--- src/rtl/m12_demux_pkg.sv ---
package m12_demux_pkg;

  localparam int unsigned DEF_NUM_TRIB     = 4;
  localparam int unsigned DEF_BLK_PER_SUB  = 6;
  localparam int unsigned DEF_INFO_PER_BLK = 48;

  // Overhead slots that carry the C bits, in decode order
  localparam int unsigned CB1_SLOT = 1;
  localparam int unsigned CB2_SLOT = 3;
  localparam int unsigned CB3_SLOT = 4;

  function automatic logic m12_maj3(input logic a, input logic b, input logic c);
    return (a & b) | (a & c) | (b & c);
  endfunction

  function automatic logic m12_loop_pat(input logic a, input logic b, input logic c);
    return (a == b) && (c != a);
  endfunction

endpackage

--- src/rtl/m12_cbit_decoder.sv ---
module m12_cbit_decoder
  import m12_demux_pkg::*;
#(
  parameter int unsigned NUM_SUB = 4,
  parameter int unsigned SUB_W   = 2,
  parameter int unsigned BLK_W   = 3
) (
  input  logic               clk,
  input  logic               rst_n,
  input  logic               ovh_en,
  input  logic               ovh_bit,
  input  logic [SUB_W-1:0]   sub,
  input  logic [BLK_W-1:0]   blk,
  output logic [NUM_SUB-1:0] stuff_flag,
  output logic [NUM_SUB-1:0] lb_flag
);

  logic               c1_q, c1_d;
  logic               c2_q, c2_d;
  logic [NUM_SUB-1:0] stuff_q, stuff_d;
  logic [NUM_SUB-1:0] lb_q, lb_d;
  logic               at_c1, at_c2, at_c3;

  assign at_c1 = ovh_en && (blk == BLK_W'(CB1_SLOT));
  assign at_c2 = ovh_en && (blk == BLK_W'(CB2_SLOT));
  assign at_c3 = ovh_en && (blk == BLK_W'(CB3_SLOT));

  always_comb begin
    c1_d    = c1_q;
    c2_d    = c2_q;
    stuff_d = stuff_q;
    lb_d    = lb_q;
    if (at_c1) c1_d = ovh_bit;
    if (at_c2) c2_d = ovh_bit;
    if (at_c3) begin
      stuff_d[sub] = m12_maj3(c1_q, c2_q, ovh_bit);
      lb_d[sub]    = m12_loop_pat(c1_q, c2_q, ovh_bit);
    end
  end

  always_ff @(posedge clk or negedge rst_n) begin
    if (!rst_n) begin
      c1_q    <= 1'b0;
      c2_q    <= 1'b0;
      stuff_q <= '0;
      lb_q    <= '0;
    end else if (ovh_en) begin
      c1_q    <= c1_d;
      c2_q    <= c2_d;
      stuff_q <= stuff_d;
      lb_q    <= lb_d;
    end
  end

  assign stuff_flag = stuff_q;
  assign lb_flag    = lb_q;

  for (genvar s = 0; s < NUM_SUB; s++) begin : g_chk
    // unanimous ones always decode as stuffed
    a_r4_all_ones_stuff: assert property (@(posedge clk) disable iff (!rst_n)
      (at_c3 && sub == SUB_W'(s) && c1_q && c2_q && ovh_bit) |=> stuff_q[s]);
    // unanimous zeros never decode as stuffed
    a_r4_all_zero_clear: assert property (@(posedge clk) disable iff (!rst_n)
      (at_c3 && sub == SUB_W'(s) && !c1_q && !c2_q && !ovh_bit) |=> !stuff_q[s]);
    // loopback pattern raises the pending request
    a_r6_loop_pattern: assert property (@(posedge clk) disable iff (!rst_n)
      (at_c3 && sub == SUB_W'(s) && (c1_q == c2_q) && (ovh_bit != c1_q)) |=> lb_q[s]);
  end

endmodule

--- src/rtl/m12_lane_splitter.sv ---
module m12_lane_splitter #(
  parameter int unsigned NUM_TRIB   = 4,
  parameter int unsigned SUB_W      = 2,
  parameter int unsigned BLK_W      = 3,
  parameter int unsigned POS_W      = 6,
  parameter int unsigned STUFF_BLK  = 5,
  parameter logic [NUM_TRIB-1:0] INV_MASK = 4'b1010
) (
  input  logic                clk,
  input  logic                rst_n,
  input  logic                info_en,
  input  logic                info_bit,
  input  logic [SUB_W-1:0]    sub,
  input  logic [BLK_W-1:0]    blk,
  input  logic [POS_W-1:0]    pos,
  input  logic [NUM_TRIB-1:0] stuff_flag,
  output logic [NUM_TRIB-1:0] data,
  output logic [NUM_TRIB-1:0] vld
);

  localparam int unsigned LANE_W = (NUM_TRIB > 1) ? $clog2(NUM_TRIB) : 1;

  logic [POS_W-1:0]    pos_m1;
  logic [LANE_W-1:0]   lane;
  logic                stuff_hit;
  logic                drop;
  logic [NUM_TRIB-1:0] data_q, data_d;
  logic [NUM_TRIB-1:0] vld_q, vld_d;

  assign pos_m1    = pos - POS_W'(1);
  assign lane      = LANE_W'(pos_m1 % POS_W'(NUM_TRIB));
  assign stuff_hit = (blk == BLK_W'(STUFF_BLK)) && (pos == (POS_W'(sub) + POS_W'(1)));
  assign drop      = stuff_hit && stuff_flag[sub];

  for (genvar i = 0; i < NUM_TRIB; i++) begin : g_lane
    logic sel;
    assign sel = info_en && (lane == LANE_W'(i));
    always_comb begin
      data_d[i] = data_q[i];
      vld_d[i]  = 1'b0;
      if (sel) begin
        data_d[i] = info_bit ^ INV_MASK[i];
        vld_d[i]  = !drop;
      end
    end
  end

  always_ff @(posedge clk or negedge rst_n) begin
    if (!rst_n) begin
      data_q <= '0;
      vld_q  <= '0;
    end else begin
      data_q <= data_d;
      vld_q  <= vld_d;
    end
  end

  assign data = data_q;
  assign vld  = vld_q;

  // never two tributaries in the same cycle
  a_r9_single_strobe: assert property (@(posedge clk) disable iff (!rst_n)
    $onehot0(vld_q));
  // no information bit in, no strobe out
  a_r3_quiet_without_info: assert property (@(posedge clk) disable iff (!rst_n)
    !info_en |=> (vld_q == '0));
  // a decoded stuff bit is swallowed
  a_r5_stuff_dropped: assert property (@(posedge clk) disable iff (!rst_n)
    (info_en && stuff_hit && stuff_flag[sub]) |=> (vld_q == '0));
  // an unstuffed opportunity still carries data
  a_r5_opportunity_kept: assert property (@(posedge clk) disable iff (!rst_n)
    (info_en && stuff_hit && !stuff_flag[sub]) |=> ($countones(vld_q) == 1));

endmodule

--- src/rtl/m12_loop_hold.sv ---
module m12_loop_hold #(
  parameter int unsigned NUM_TRIB = 4
) (
  input  logic                clk,
  input  logic                rst_n,
  input  logic                frame_end,
  input  logic [NUM_TRIB-1:0] lb_pending,
  output logic [NUM_TRIB-1:0] loop_req
);

  logic [NUM_TRIB-1:0] req_q, req_d;

  always_comb begin
    req_d = req_q;
    if (frame_end) req_d = lb_pending;
  end

  always_ff @(posedge clk or negedge rst_n) begin
    if (!rst_n)         req_q <= '0;
    else if (frame_end) req_q <= req_d;
  end

  assign loop_req = req_q;

  // request set only moves at an M-frame boundary
  a_r7_hold_between_frames: assert property (@(posedge clk) disable iff (!rst_n)
    !frame_end |=> $stable(req_q));
  // at the boundary the set follows the pending requests
  a_r7_take_at_boundary: assert property (@(posedge clk) disable iff (!rst_n)
    frame_end |=> (req_q == $past(lb_pending)));

endmodule

--- src/rtl/m12_demux.sv ---
module m12_demux
  import m12_demux_pkg::*;
#(
  parameter int unsigned NUM_TRIB     = DEF_NUM_TRIB,
  parameter int unsigned BLK_PER_SUB  = DEF_BLK_PER_SUB,
  parameter int unsigned INFO_PER_BLK = DEF_INFO_PER_BLK
) (
  input  logic                                  clk,
  input  logic                                  rst_n,
  input  logic                                  in_valid,
  input  logic                                  in_bit,
  input  logic [$clog2(NUM_TRIB)-1:0]           in_sub,
  input  logic [$clog2(BLK_PER_SUB)-1:0]        in_blk,
  input  logic [$clog2(INFO_PER_BLK+1)-1:0]     in_pos,
  output logic [NUM_TRIB-1:0]                   trib_data,
  output logic [NUM_TRIB-1:0]                   trib_vld,
  output logic [NUM_TRIB-1:0]                   loop_req
);

  localparam int unsigned SUB_W     = $clog2(NUM_TRIB);
  localparam int unsigned BLK_W     = $clog2(BLK_PER_SUB);
  localparam int unsigned POS_W     = $clog2(INFO_PER_BLK + 1);
  localparam int unsigned STUFF_BLK = BLK_PER_SUB - 1;
  localparam logic [NUM_TRIB-1:0] INV_MASK = {(NUM_TRIB/2){2'b10}};

  logic                ovh_en;
  logic                info_en;
  logic                frame_end;
  logic [NUM_TRIB-1:0] stuff_flag;
  logic [NUM_TRIB-1:0] lb_flag;

  assign ovh_en    = in_valid && (in_pos == '0);
  assign info_en   = in_valid && (in_pos != '0);
  assign frame_end = in_valid && (in_sub == SUB_W'(NUM_TRIB - 1))
                     && (in_blk == BLK_W'(STUFF_BLK))
                     && (in_pos == POS_W'(INFO_PER_BLK));

  m12_cbit_decoder #(
    .NUM_SUB (NUM_TRIB),
    .SUB_W   (SUB_W),
    .BLK_W   (BLK_W)
  ) u_cdec (
    .clk        (clk),
    .rst_n      (rst_n),
    .ovh_en     (ovh_en),
    .ovh_bit    (in_bit),
    .sub        (in_sub),
    .blk        (in_blk),
    .stuff_flag (stuff_flag),
    .lb_flag    (lb_flag)
  );

  m12_lane_splitter #(
    .NUM_TRIB  (NUM_TRIB),
    .SUB_W     (SUB_W),
    .BLK_W     (BLK_W),
    .POS_W     (POS_W),
    .STUFF_BLK (STUFF_BLK),
    .INV_MASK  (INV_MASK)
  ) u_split (
    .clk        (clk),
    .rst_n      (rst_n),
    .info_en    (info_en),
    .info_bit   (in_bit),
    .sub        (in_sub),
    .blk        (in_blk),
    .pos        (in_pos),
    .stuff_flag (stuff_flag),
    .data       (trib_data),
    .vld        (trib_vld)
  );

  m12_loop_hold #(
    .NUM_TRIB (NUM_TRIB)
  ) u_loop (
    .clk        (clk),
    .rst_n      (rst_n),
    .frame_end  (frame_end),
    .lb_pending (lb_flag),
    .loop_req   (loop_req)
  );

endmodule

--- config.mk ---
export PLATFORM = sky130hd
export DESIGN_NAME = m12_demux
export DESIGN_NICKNAME = d
export VERILOG_FILES = /design/src/rtl/m12_demux_pkg.sv /design/src/rtl/m12_cbit_decoder.sv /design/src/rtl/m12_lane_splitter.sv /design/src/rtl/m12_loop_hold.sv /design/src/rtl/m12_demux.sv
export SDC_FILE = /design/constraint.sdc
export NUM_CORES = 1
export LEC_CHECK = 0
export ABC_AREA = 1
export BUFFER_PORTS_ARGS = -buffer_cell sky130_fd_sc_hd__buf_2
export CAP_MARGIN = 20
export CORE_AREA = 2 2 54 56
export DETAILED_ROUTE_END_ITERATION = 16
export DIE_AREA = 0 0 56 58
export PLACE_DENSITY = 0.77
export SYNTH_ARGS = -nofsm -noshare
export SYNTH_HDL_FRONTEND = slang
export SYNTH_SLANG_ARGS = --single-unit
--- constraint.sdc ---
create_clock -name clk -period 1.2 [get_ports clk]
set_clock_uncertainty 0.1 [all_clocks]
set_input_delay 0.06 -clock clk [delete_from_list [all_inputs] [get_ports clk]]
set_output_delay 0.06 -clock clk [all_outputs]
set_load 0.1 [all_outputs]
==> Yosys cells after proc, flatten, opt, wreduce, memory -nomap -nowiden <==
Cells that the tools add are included.
{ "word_totals": {"ff_bits": 22, "word_cells": 65} }
{ "op_classes": {"n_addsub": 2, "order_cmp": 2, "n_eq_ne": 12, "muxes": 10, "n_bitwise": 6, "reduce_logical": 23} }
{ "ops": {"columns": ["op", "count"], "rows": [
  ["$logic_and 1x1->1", 16],
  ["$bwmux 4", 2],
  ["$eq 2x2->1 const B", 3],
  ["$eq 3x3->1 const B", 2],
  ["$eq 6x3->1", 1],
  ["$eq 6x6->1 const B", 1],
  ["$logic_not 6->1", 1],
  ["$mux 1", 6],
  ["$reduce_and 2->1", 3],
  ["$reduce_bool 6->1", 1],
  ["$add 2x1->3 const B", 1],
  ["$and 1x1->1", 3],
  ["$eq 3x1->1 const B", 1],
  ["$eq 3x2->1 const B", 1],
  ["$lt 2x3->1 const B", 1],
  ["$bmux 1 s2", 1],
  ["$demux 1 s2", 1],
  ["$eq 2x1->1 const B", 1],
  ["$ge 2x1->1 const B", 1],
  ["$logic_not 2->1", 1],
  ["$or 1x1->1", 2],
  ["$sub 2x1->2 const B", 1],
  ["$eq 1x1->1", 1],
  ["$logic_not 1->1", 1],
  ["other kinds (2)", 2]
]} }

==> Depth between registers and ports, before layout <==
{ "depth": {"depth_word": 6, "ltp_mapped": 7} }

==> Hierarchy <==
Synthesis repeated with hierarchy kept, for this count alone.
{ "hier_totals": {"hier_cells": 167, "area_unflattened_um2": 1207.4} }
{ "by_module_without_submodules": {"columns": ["mod", "n_inst", "cells_per_inst", "area_each_um2", "seq_area_each_um2"], "rows": [
  ["m12_cbit_decoder", 1, 69, 526.8, 250.2],
  ["m12_lane_splitter", 1, 63, 447.9, 200.2],
  ["m12_loop_hold", 1, 17, 148.9, 100.1],
  ["m12_demux", 1, 18, 83.8, 0.0]
]} }

==> Worst setup path after synthesis <==
No wires, ideal clock.
{ "synth_timing": {"path_kind": "register to register", "startpoint": "register u_split.data[1] (netlist name)", "endpoint": "register u_split.data_q[1], in the netlist u_split.data[1]", "setup_ns": 0.083, "arrival_time_ns": 1.078, "path_slack_ns": -0.060, "stages_incl_launch_ff": 3, "path_buffers": 0, "path_cell_list": "dfrtp_1 > nand2_1 > o21ai_0"} }
{ "synth_rtl": {"columns": ["element", "line", "rtl"], "rows": [
  ["to (signal assigned)", "m12_lane_splitter.sv:53", "data_q <= data_d;"],
  ["to (decl)", "m12_lane_splitter.sv:27", "logic [NUM_TRIB-1:0] data_q, data_d;"]
]} }

==> Final worst setup path <==
{ "layout_timing": {"startpoint": "register u_cdec.c1_q", "endpoint": "register u_cdec.lb_q[1], in the netlist u_cdec.lb_flag[1]"} }
{ "layout_between": {"elab_chain_len": 3, "word_cells_on_any_way": 4, "classes_between": "eq/ne: 2; mux: 1; reduce/logical: 1"} }
{ "layout_rtl": {"columns": ["element", "line", "rtl"], "rows": [
  ["from (decl)", "m12_cbit_decoder.sv:18", "logic c1_q, c1_d;"],
  ["from (signal assigned)", "m12_cbit_decoder.sv:43", "c1_q <= 1'b0;"],
  ["from (signal assigned)", "m12_cbit_decoder.sv:48", "c1_q <= c1_d;"],
  ["$eq 1x1->1 or $ne 1x1->1 (tied branches)", "m12_demux_pkg.sv:17", "return (a == b) && (c != a);"],
  ["$logic_and 1x1->1 (*)", "m12_demux_pkg.sv:17", null],
  ["$bwmux 4 (*)", "m12_cbit_decoder.sv:37", "lb_d[sub] = m12_loop_pat(c1_q, c2_q, ovh_bit);"],
  ["to (signal assigned)", "m12_cbit_decoder.sv:51", "lb_q <= lb_d;"],
  ["to (decl)", "m12_cbit_decoder.sv:21", "logic [NUM_SUB-1:0] lb_q, lb_d;"]
]} }
Mark *: on every way between the ends. The rest lies on a longest branch, timed or not.
A chain may end at the register's enable or synchronous reset.

==> qor.csv <==
metric,value,unit
cts_tree,built,
p_seq_frac,0.464,
overflow,0,
hold_viol_final,1,
antenna_cells,0,
total_power,1.74,mW
power_frac_clock,0.239,
crit_path_end_kind,flip-flop,
fill_cells,236,
antenna_found_initial,0,
power.density,1020,nW/um2
dr.pass1.iters,5,
violations,"negative hold slack, negative setup slack",
drv_cap,0,
tightest_slew,0.484,ns
total_leakage_power,0.884,nW
path_max_fanout,4,
dpl.hpwl,2160,um
yosysMostFrequentCell,nand2_1,
clk_path_buf_depth,2,
finalSetupViolCount,4,
critPathLaunchType,flip-flop,
worstSkewPairLatency,0.31,ns
p_sw_frac,0.341,
first_global_vias,1146,
nNetsFinal,215,
fin_ws,-0.0252,ns
ys_seq_area_frac,0.451,
die_x,56,um
path_class,reg -> reg,
finalCriticalPeriod,1.23,ns
hp-class,in -> reg,
power.switching,0.593,mW
place_congestion,0.922,
hold_ws,-0.00819,ns
synth_cells,153,
synth.avg_cell_area,7.98,um2
vias,1117,
fp-row-count,19,
slew_headroom,0.678,
io_buffer_count,26,
wirelength,2680,um
synth_commonest_cells,"nand2_1 (53), dfrtp_1 (22), inv_1 (18)",
synthesis.nets,174,
status,"complete, but fails checks",
ys_ff_latch,22,
grt_setup_unrepaired,yes,
synth_largest_area_cell,dfrtp_1,
drive_gt1_frac,0.311,
path_clk_slew,0.13,ns
synth-main-ff-cell,dfrtp_1,
antenna_left,0,
ios,27,
syn_area,1220,um2
crit_start,u_cdec.c1_q$_DFFE_PN0P_,
grt_usage,0.195,
core,2660,um2
fin_crit_sh,1.02,
pre_cts_ws,-0.137,ns
drc,0,
yosys-top-cells-area,"dfrtp_1 (45%), nand2_1 (16%), ha_1 (6.1%)",
grt_max_degree,23,
p_int,1.14,mW
yosysWarnings,0,
cts_root_buf,clkbuf_4,
slowest_stage,dfrtp_1,
drtIter0Drc,28,
wl_per_cell,12.0,um
ir_worst_vdd,0.850,mV
worstReg2RegStart,u_cdec.c1_q$_DFFE_PN0P_,
clock-sinks,22,
grt_pass1_wl,4970,um
numCtsBuffers,3,
avgViaCountPerCell,4.99,
min-delay-start,in_bit,
fmax,0.816,GHz
arrival,1.39,ns
slowest_delay,0.42,ns
combPwrFrac,0.298,
h-tree-depth,1,
synth_async_sr_flop_share,1.00,
path_cells,ha_1 -> inv_2 -> nor2_4 -> nand4_1 -> nand2_1,
dieHeight,58,um
synth_top_cell_area_share,0.451,
synth_edf_count,0,
cp_data_required_time,1.36,ns
syn2layout_area_growth,39.3,%
drv_slew,0,
start_util,0.459,
die_area,3250,um2
ys_types,19,
tns,-0.0688,ns
==> flip-flops by register name (all words and copies together), names as in the netlist <==
register	flops
u_cdec.lb_flag	4
u_cdec.stuff_flag	4
u_loop.loop_req	4
u_split.data	4
u_split.vld	4
u_cdec.c1_q	1
u_cdec.c2_q	1
==> worst max-delay path, delay by kind of cell, from the launching register on <==
kind / cells / cell delay, ns
simple gates: 3 / 0.33
fa+ha+maj: 1 / 0.29
buf+inv: 1 / 0.04
flops: 1 / 0.42
==> worst paths after layout <==
kind                                                  to  slack [ns]  cells after the start
min in group asynchronous        u_cdec.c2_q$_DFFE_PN0P_        0.12                      2
min                          u_split.data[1]$_DFFE_PN0P_      -0.008                      3
max                        u_cdec.lb_flag[1]$_DFFE_PN0P_       -0.03                      5
max in group asynchronous    u_split.data[3]$_DFFE_PN0P_        0.51                      2
max reg2reg                u_cdec.lb_flag[1]$_DFFE_PN0P_       -0.03                      5
min reg2reg                u_cdec.lb_flag[0]$_DFFE_PN0P_        0.39                      2
==> layer usage <==
metal | track usage | share of wire | vias to the layer above
met2 | 0.343 | 0.51 | 20
met1 | 0.238 | 0.43 | 518
met3 | 0.0290 | 0.027 | 8
met4 | 0.0884 | 0.028 | 0
met5 | 0 | 0 | -
li1 | - | - | 571
==> kinds of logic (layout without fill, tap and decap cells) <==
kind of cell | count (synthesis) | after routing | share of synthesized area
AND/OR/NAND/NOR | 98 | 98 | 0.377
flip-flops | 22 | 22 | 0.451
buffers and inverters | 21 | 61 | 0.0799
adder cells (fa/ha/maj) | 6 | 6 | 0.0615
AO/OA/AOI/OAI | 4 | 4 | 0.0164
XOR/XNOR | 2 | 2 | 0.0143
==> power by group through the flow <==
| stage | Clock [mW] | Sequential, mW | Combinational (mW) |
|---|---|---|---|
| finish | 0.414 | 0.806 | 0.517 |
| floorplan | 0 | 1.00 | 0.0991 |
| detailed placement | 0 | 0.821 | 0.509 |
| global route | 0.457 | 0.811 | 0.551 |
| CTS | 0.425 | 0.806 | 0.520 |
| global placement | 0 | 0.818 | 0.499 |
==> placed cells by master, fill, tap and decap left out, types with 6 or more instances in the layout <==
cell and instances:
nand3_1 11, ha_1 6, buf_12 12, dfrtp_1 14, inv_1 17, nor2_1 12, dfrtp_2 8, buf_2 14
nand4_1 12, nand2_1 52, buf_4 11
==> per-stage QoR <==
| step | cells | utilization | area, um2 |
|---|---|---|---|
| finish | 224 | 0.639 | 1700 |
| global route | 224 | 0.639 | 1700 |
| CTS | 223 | 0.634 | 1690 |
| detailed placement | 217 | 0.610 | 1630 |
| global placement | 217 | 0.610 | 1630 |
| floorplan | 153 | - | 1230 |
==> cell type report <==
type	count	area (um2)	area share
Clock buffer	4	36.3	0.0213
Inverter	18	67.6	0.0397
Multi-Input combinational cell	110	586	0.344
Sequential cell	22	561	0.329
Tap cell	31	38.8	0.0228
Timing Repair Buffer	39	413	0.243
==> repair_timing <==
action	4_1_cts	5_1_grt
setup buffers	0	1
hold buffers	2	0
cloned	0	0
pin swaps	8	3
endpoints found under the setup margin	4	12
hold endpoints to repair	24	0
resized for setup	3	2
Power figures use the tool's default switching activity.
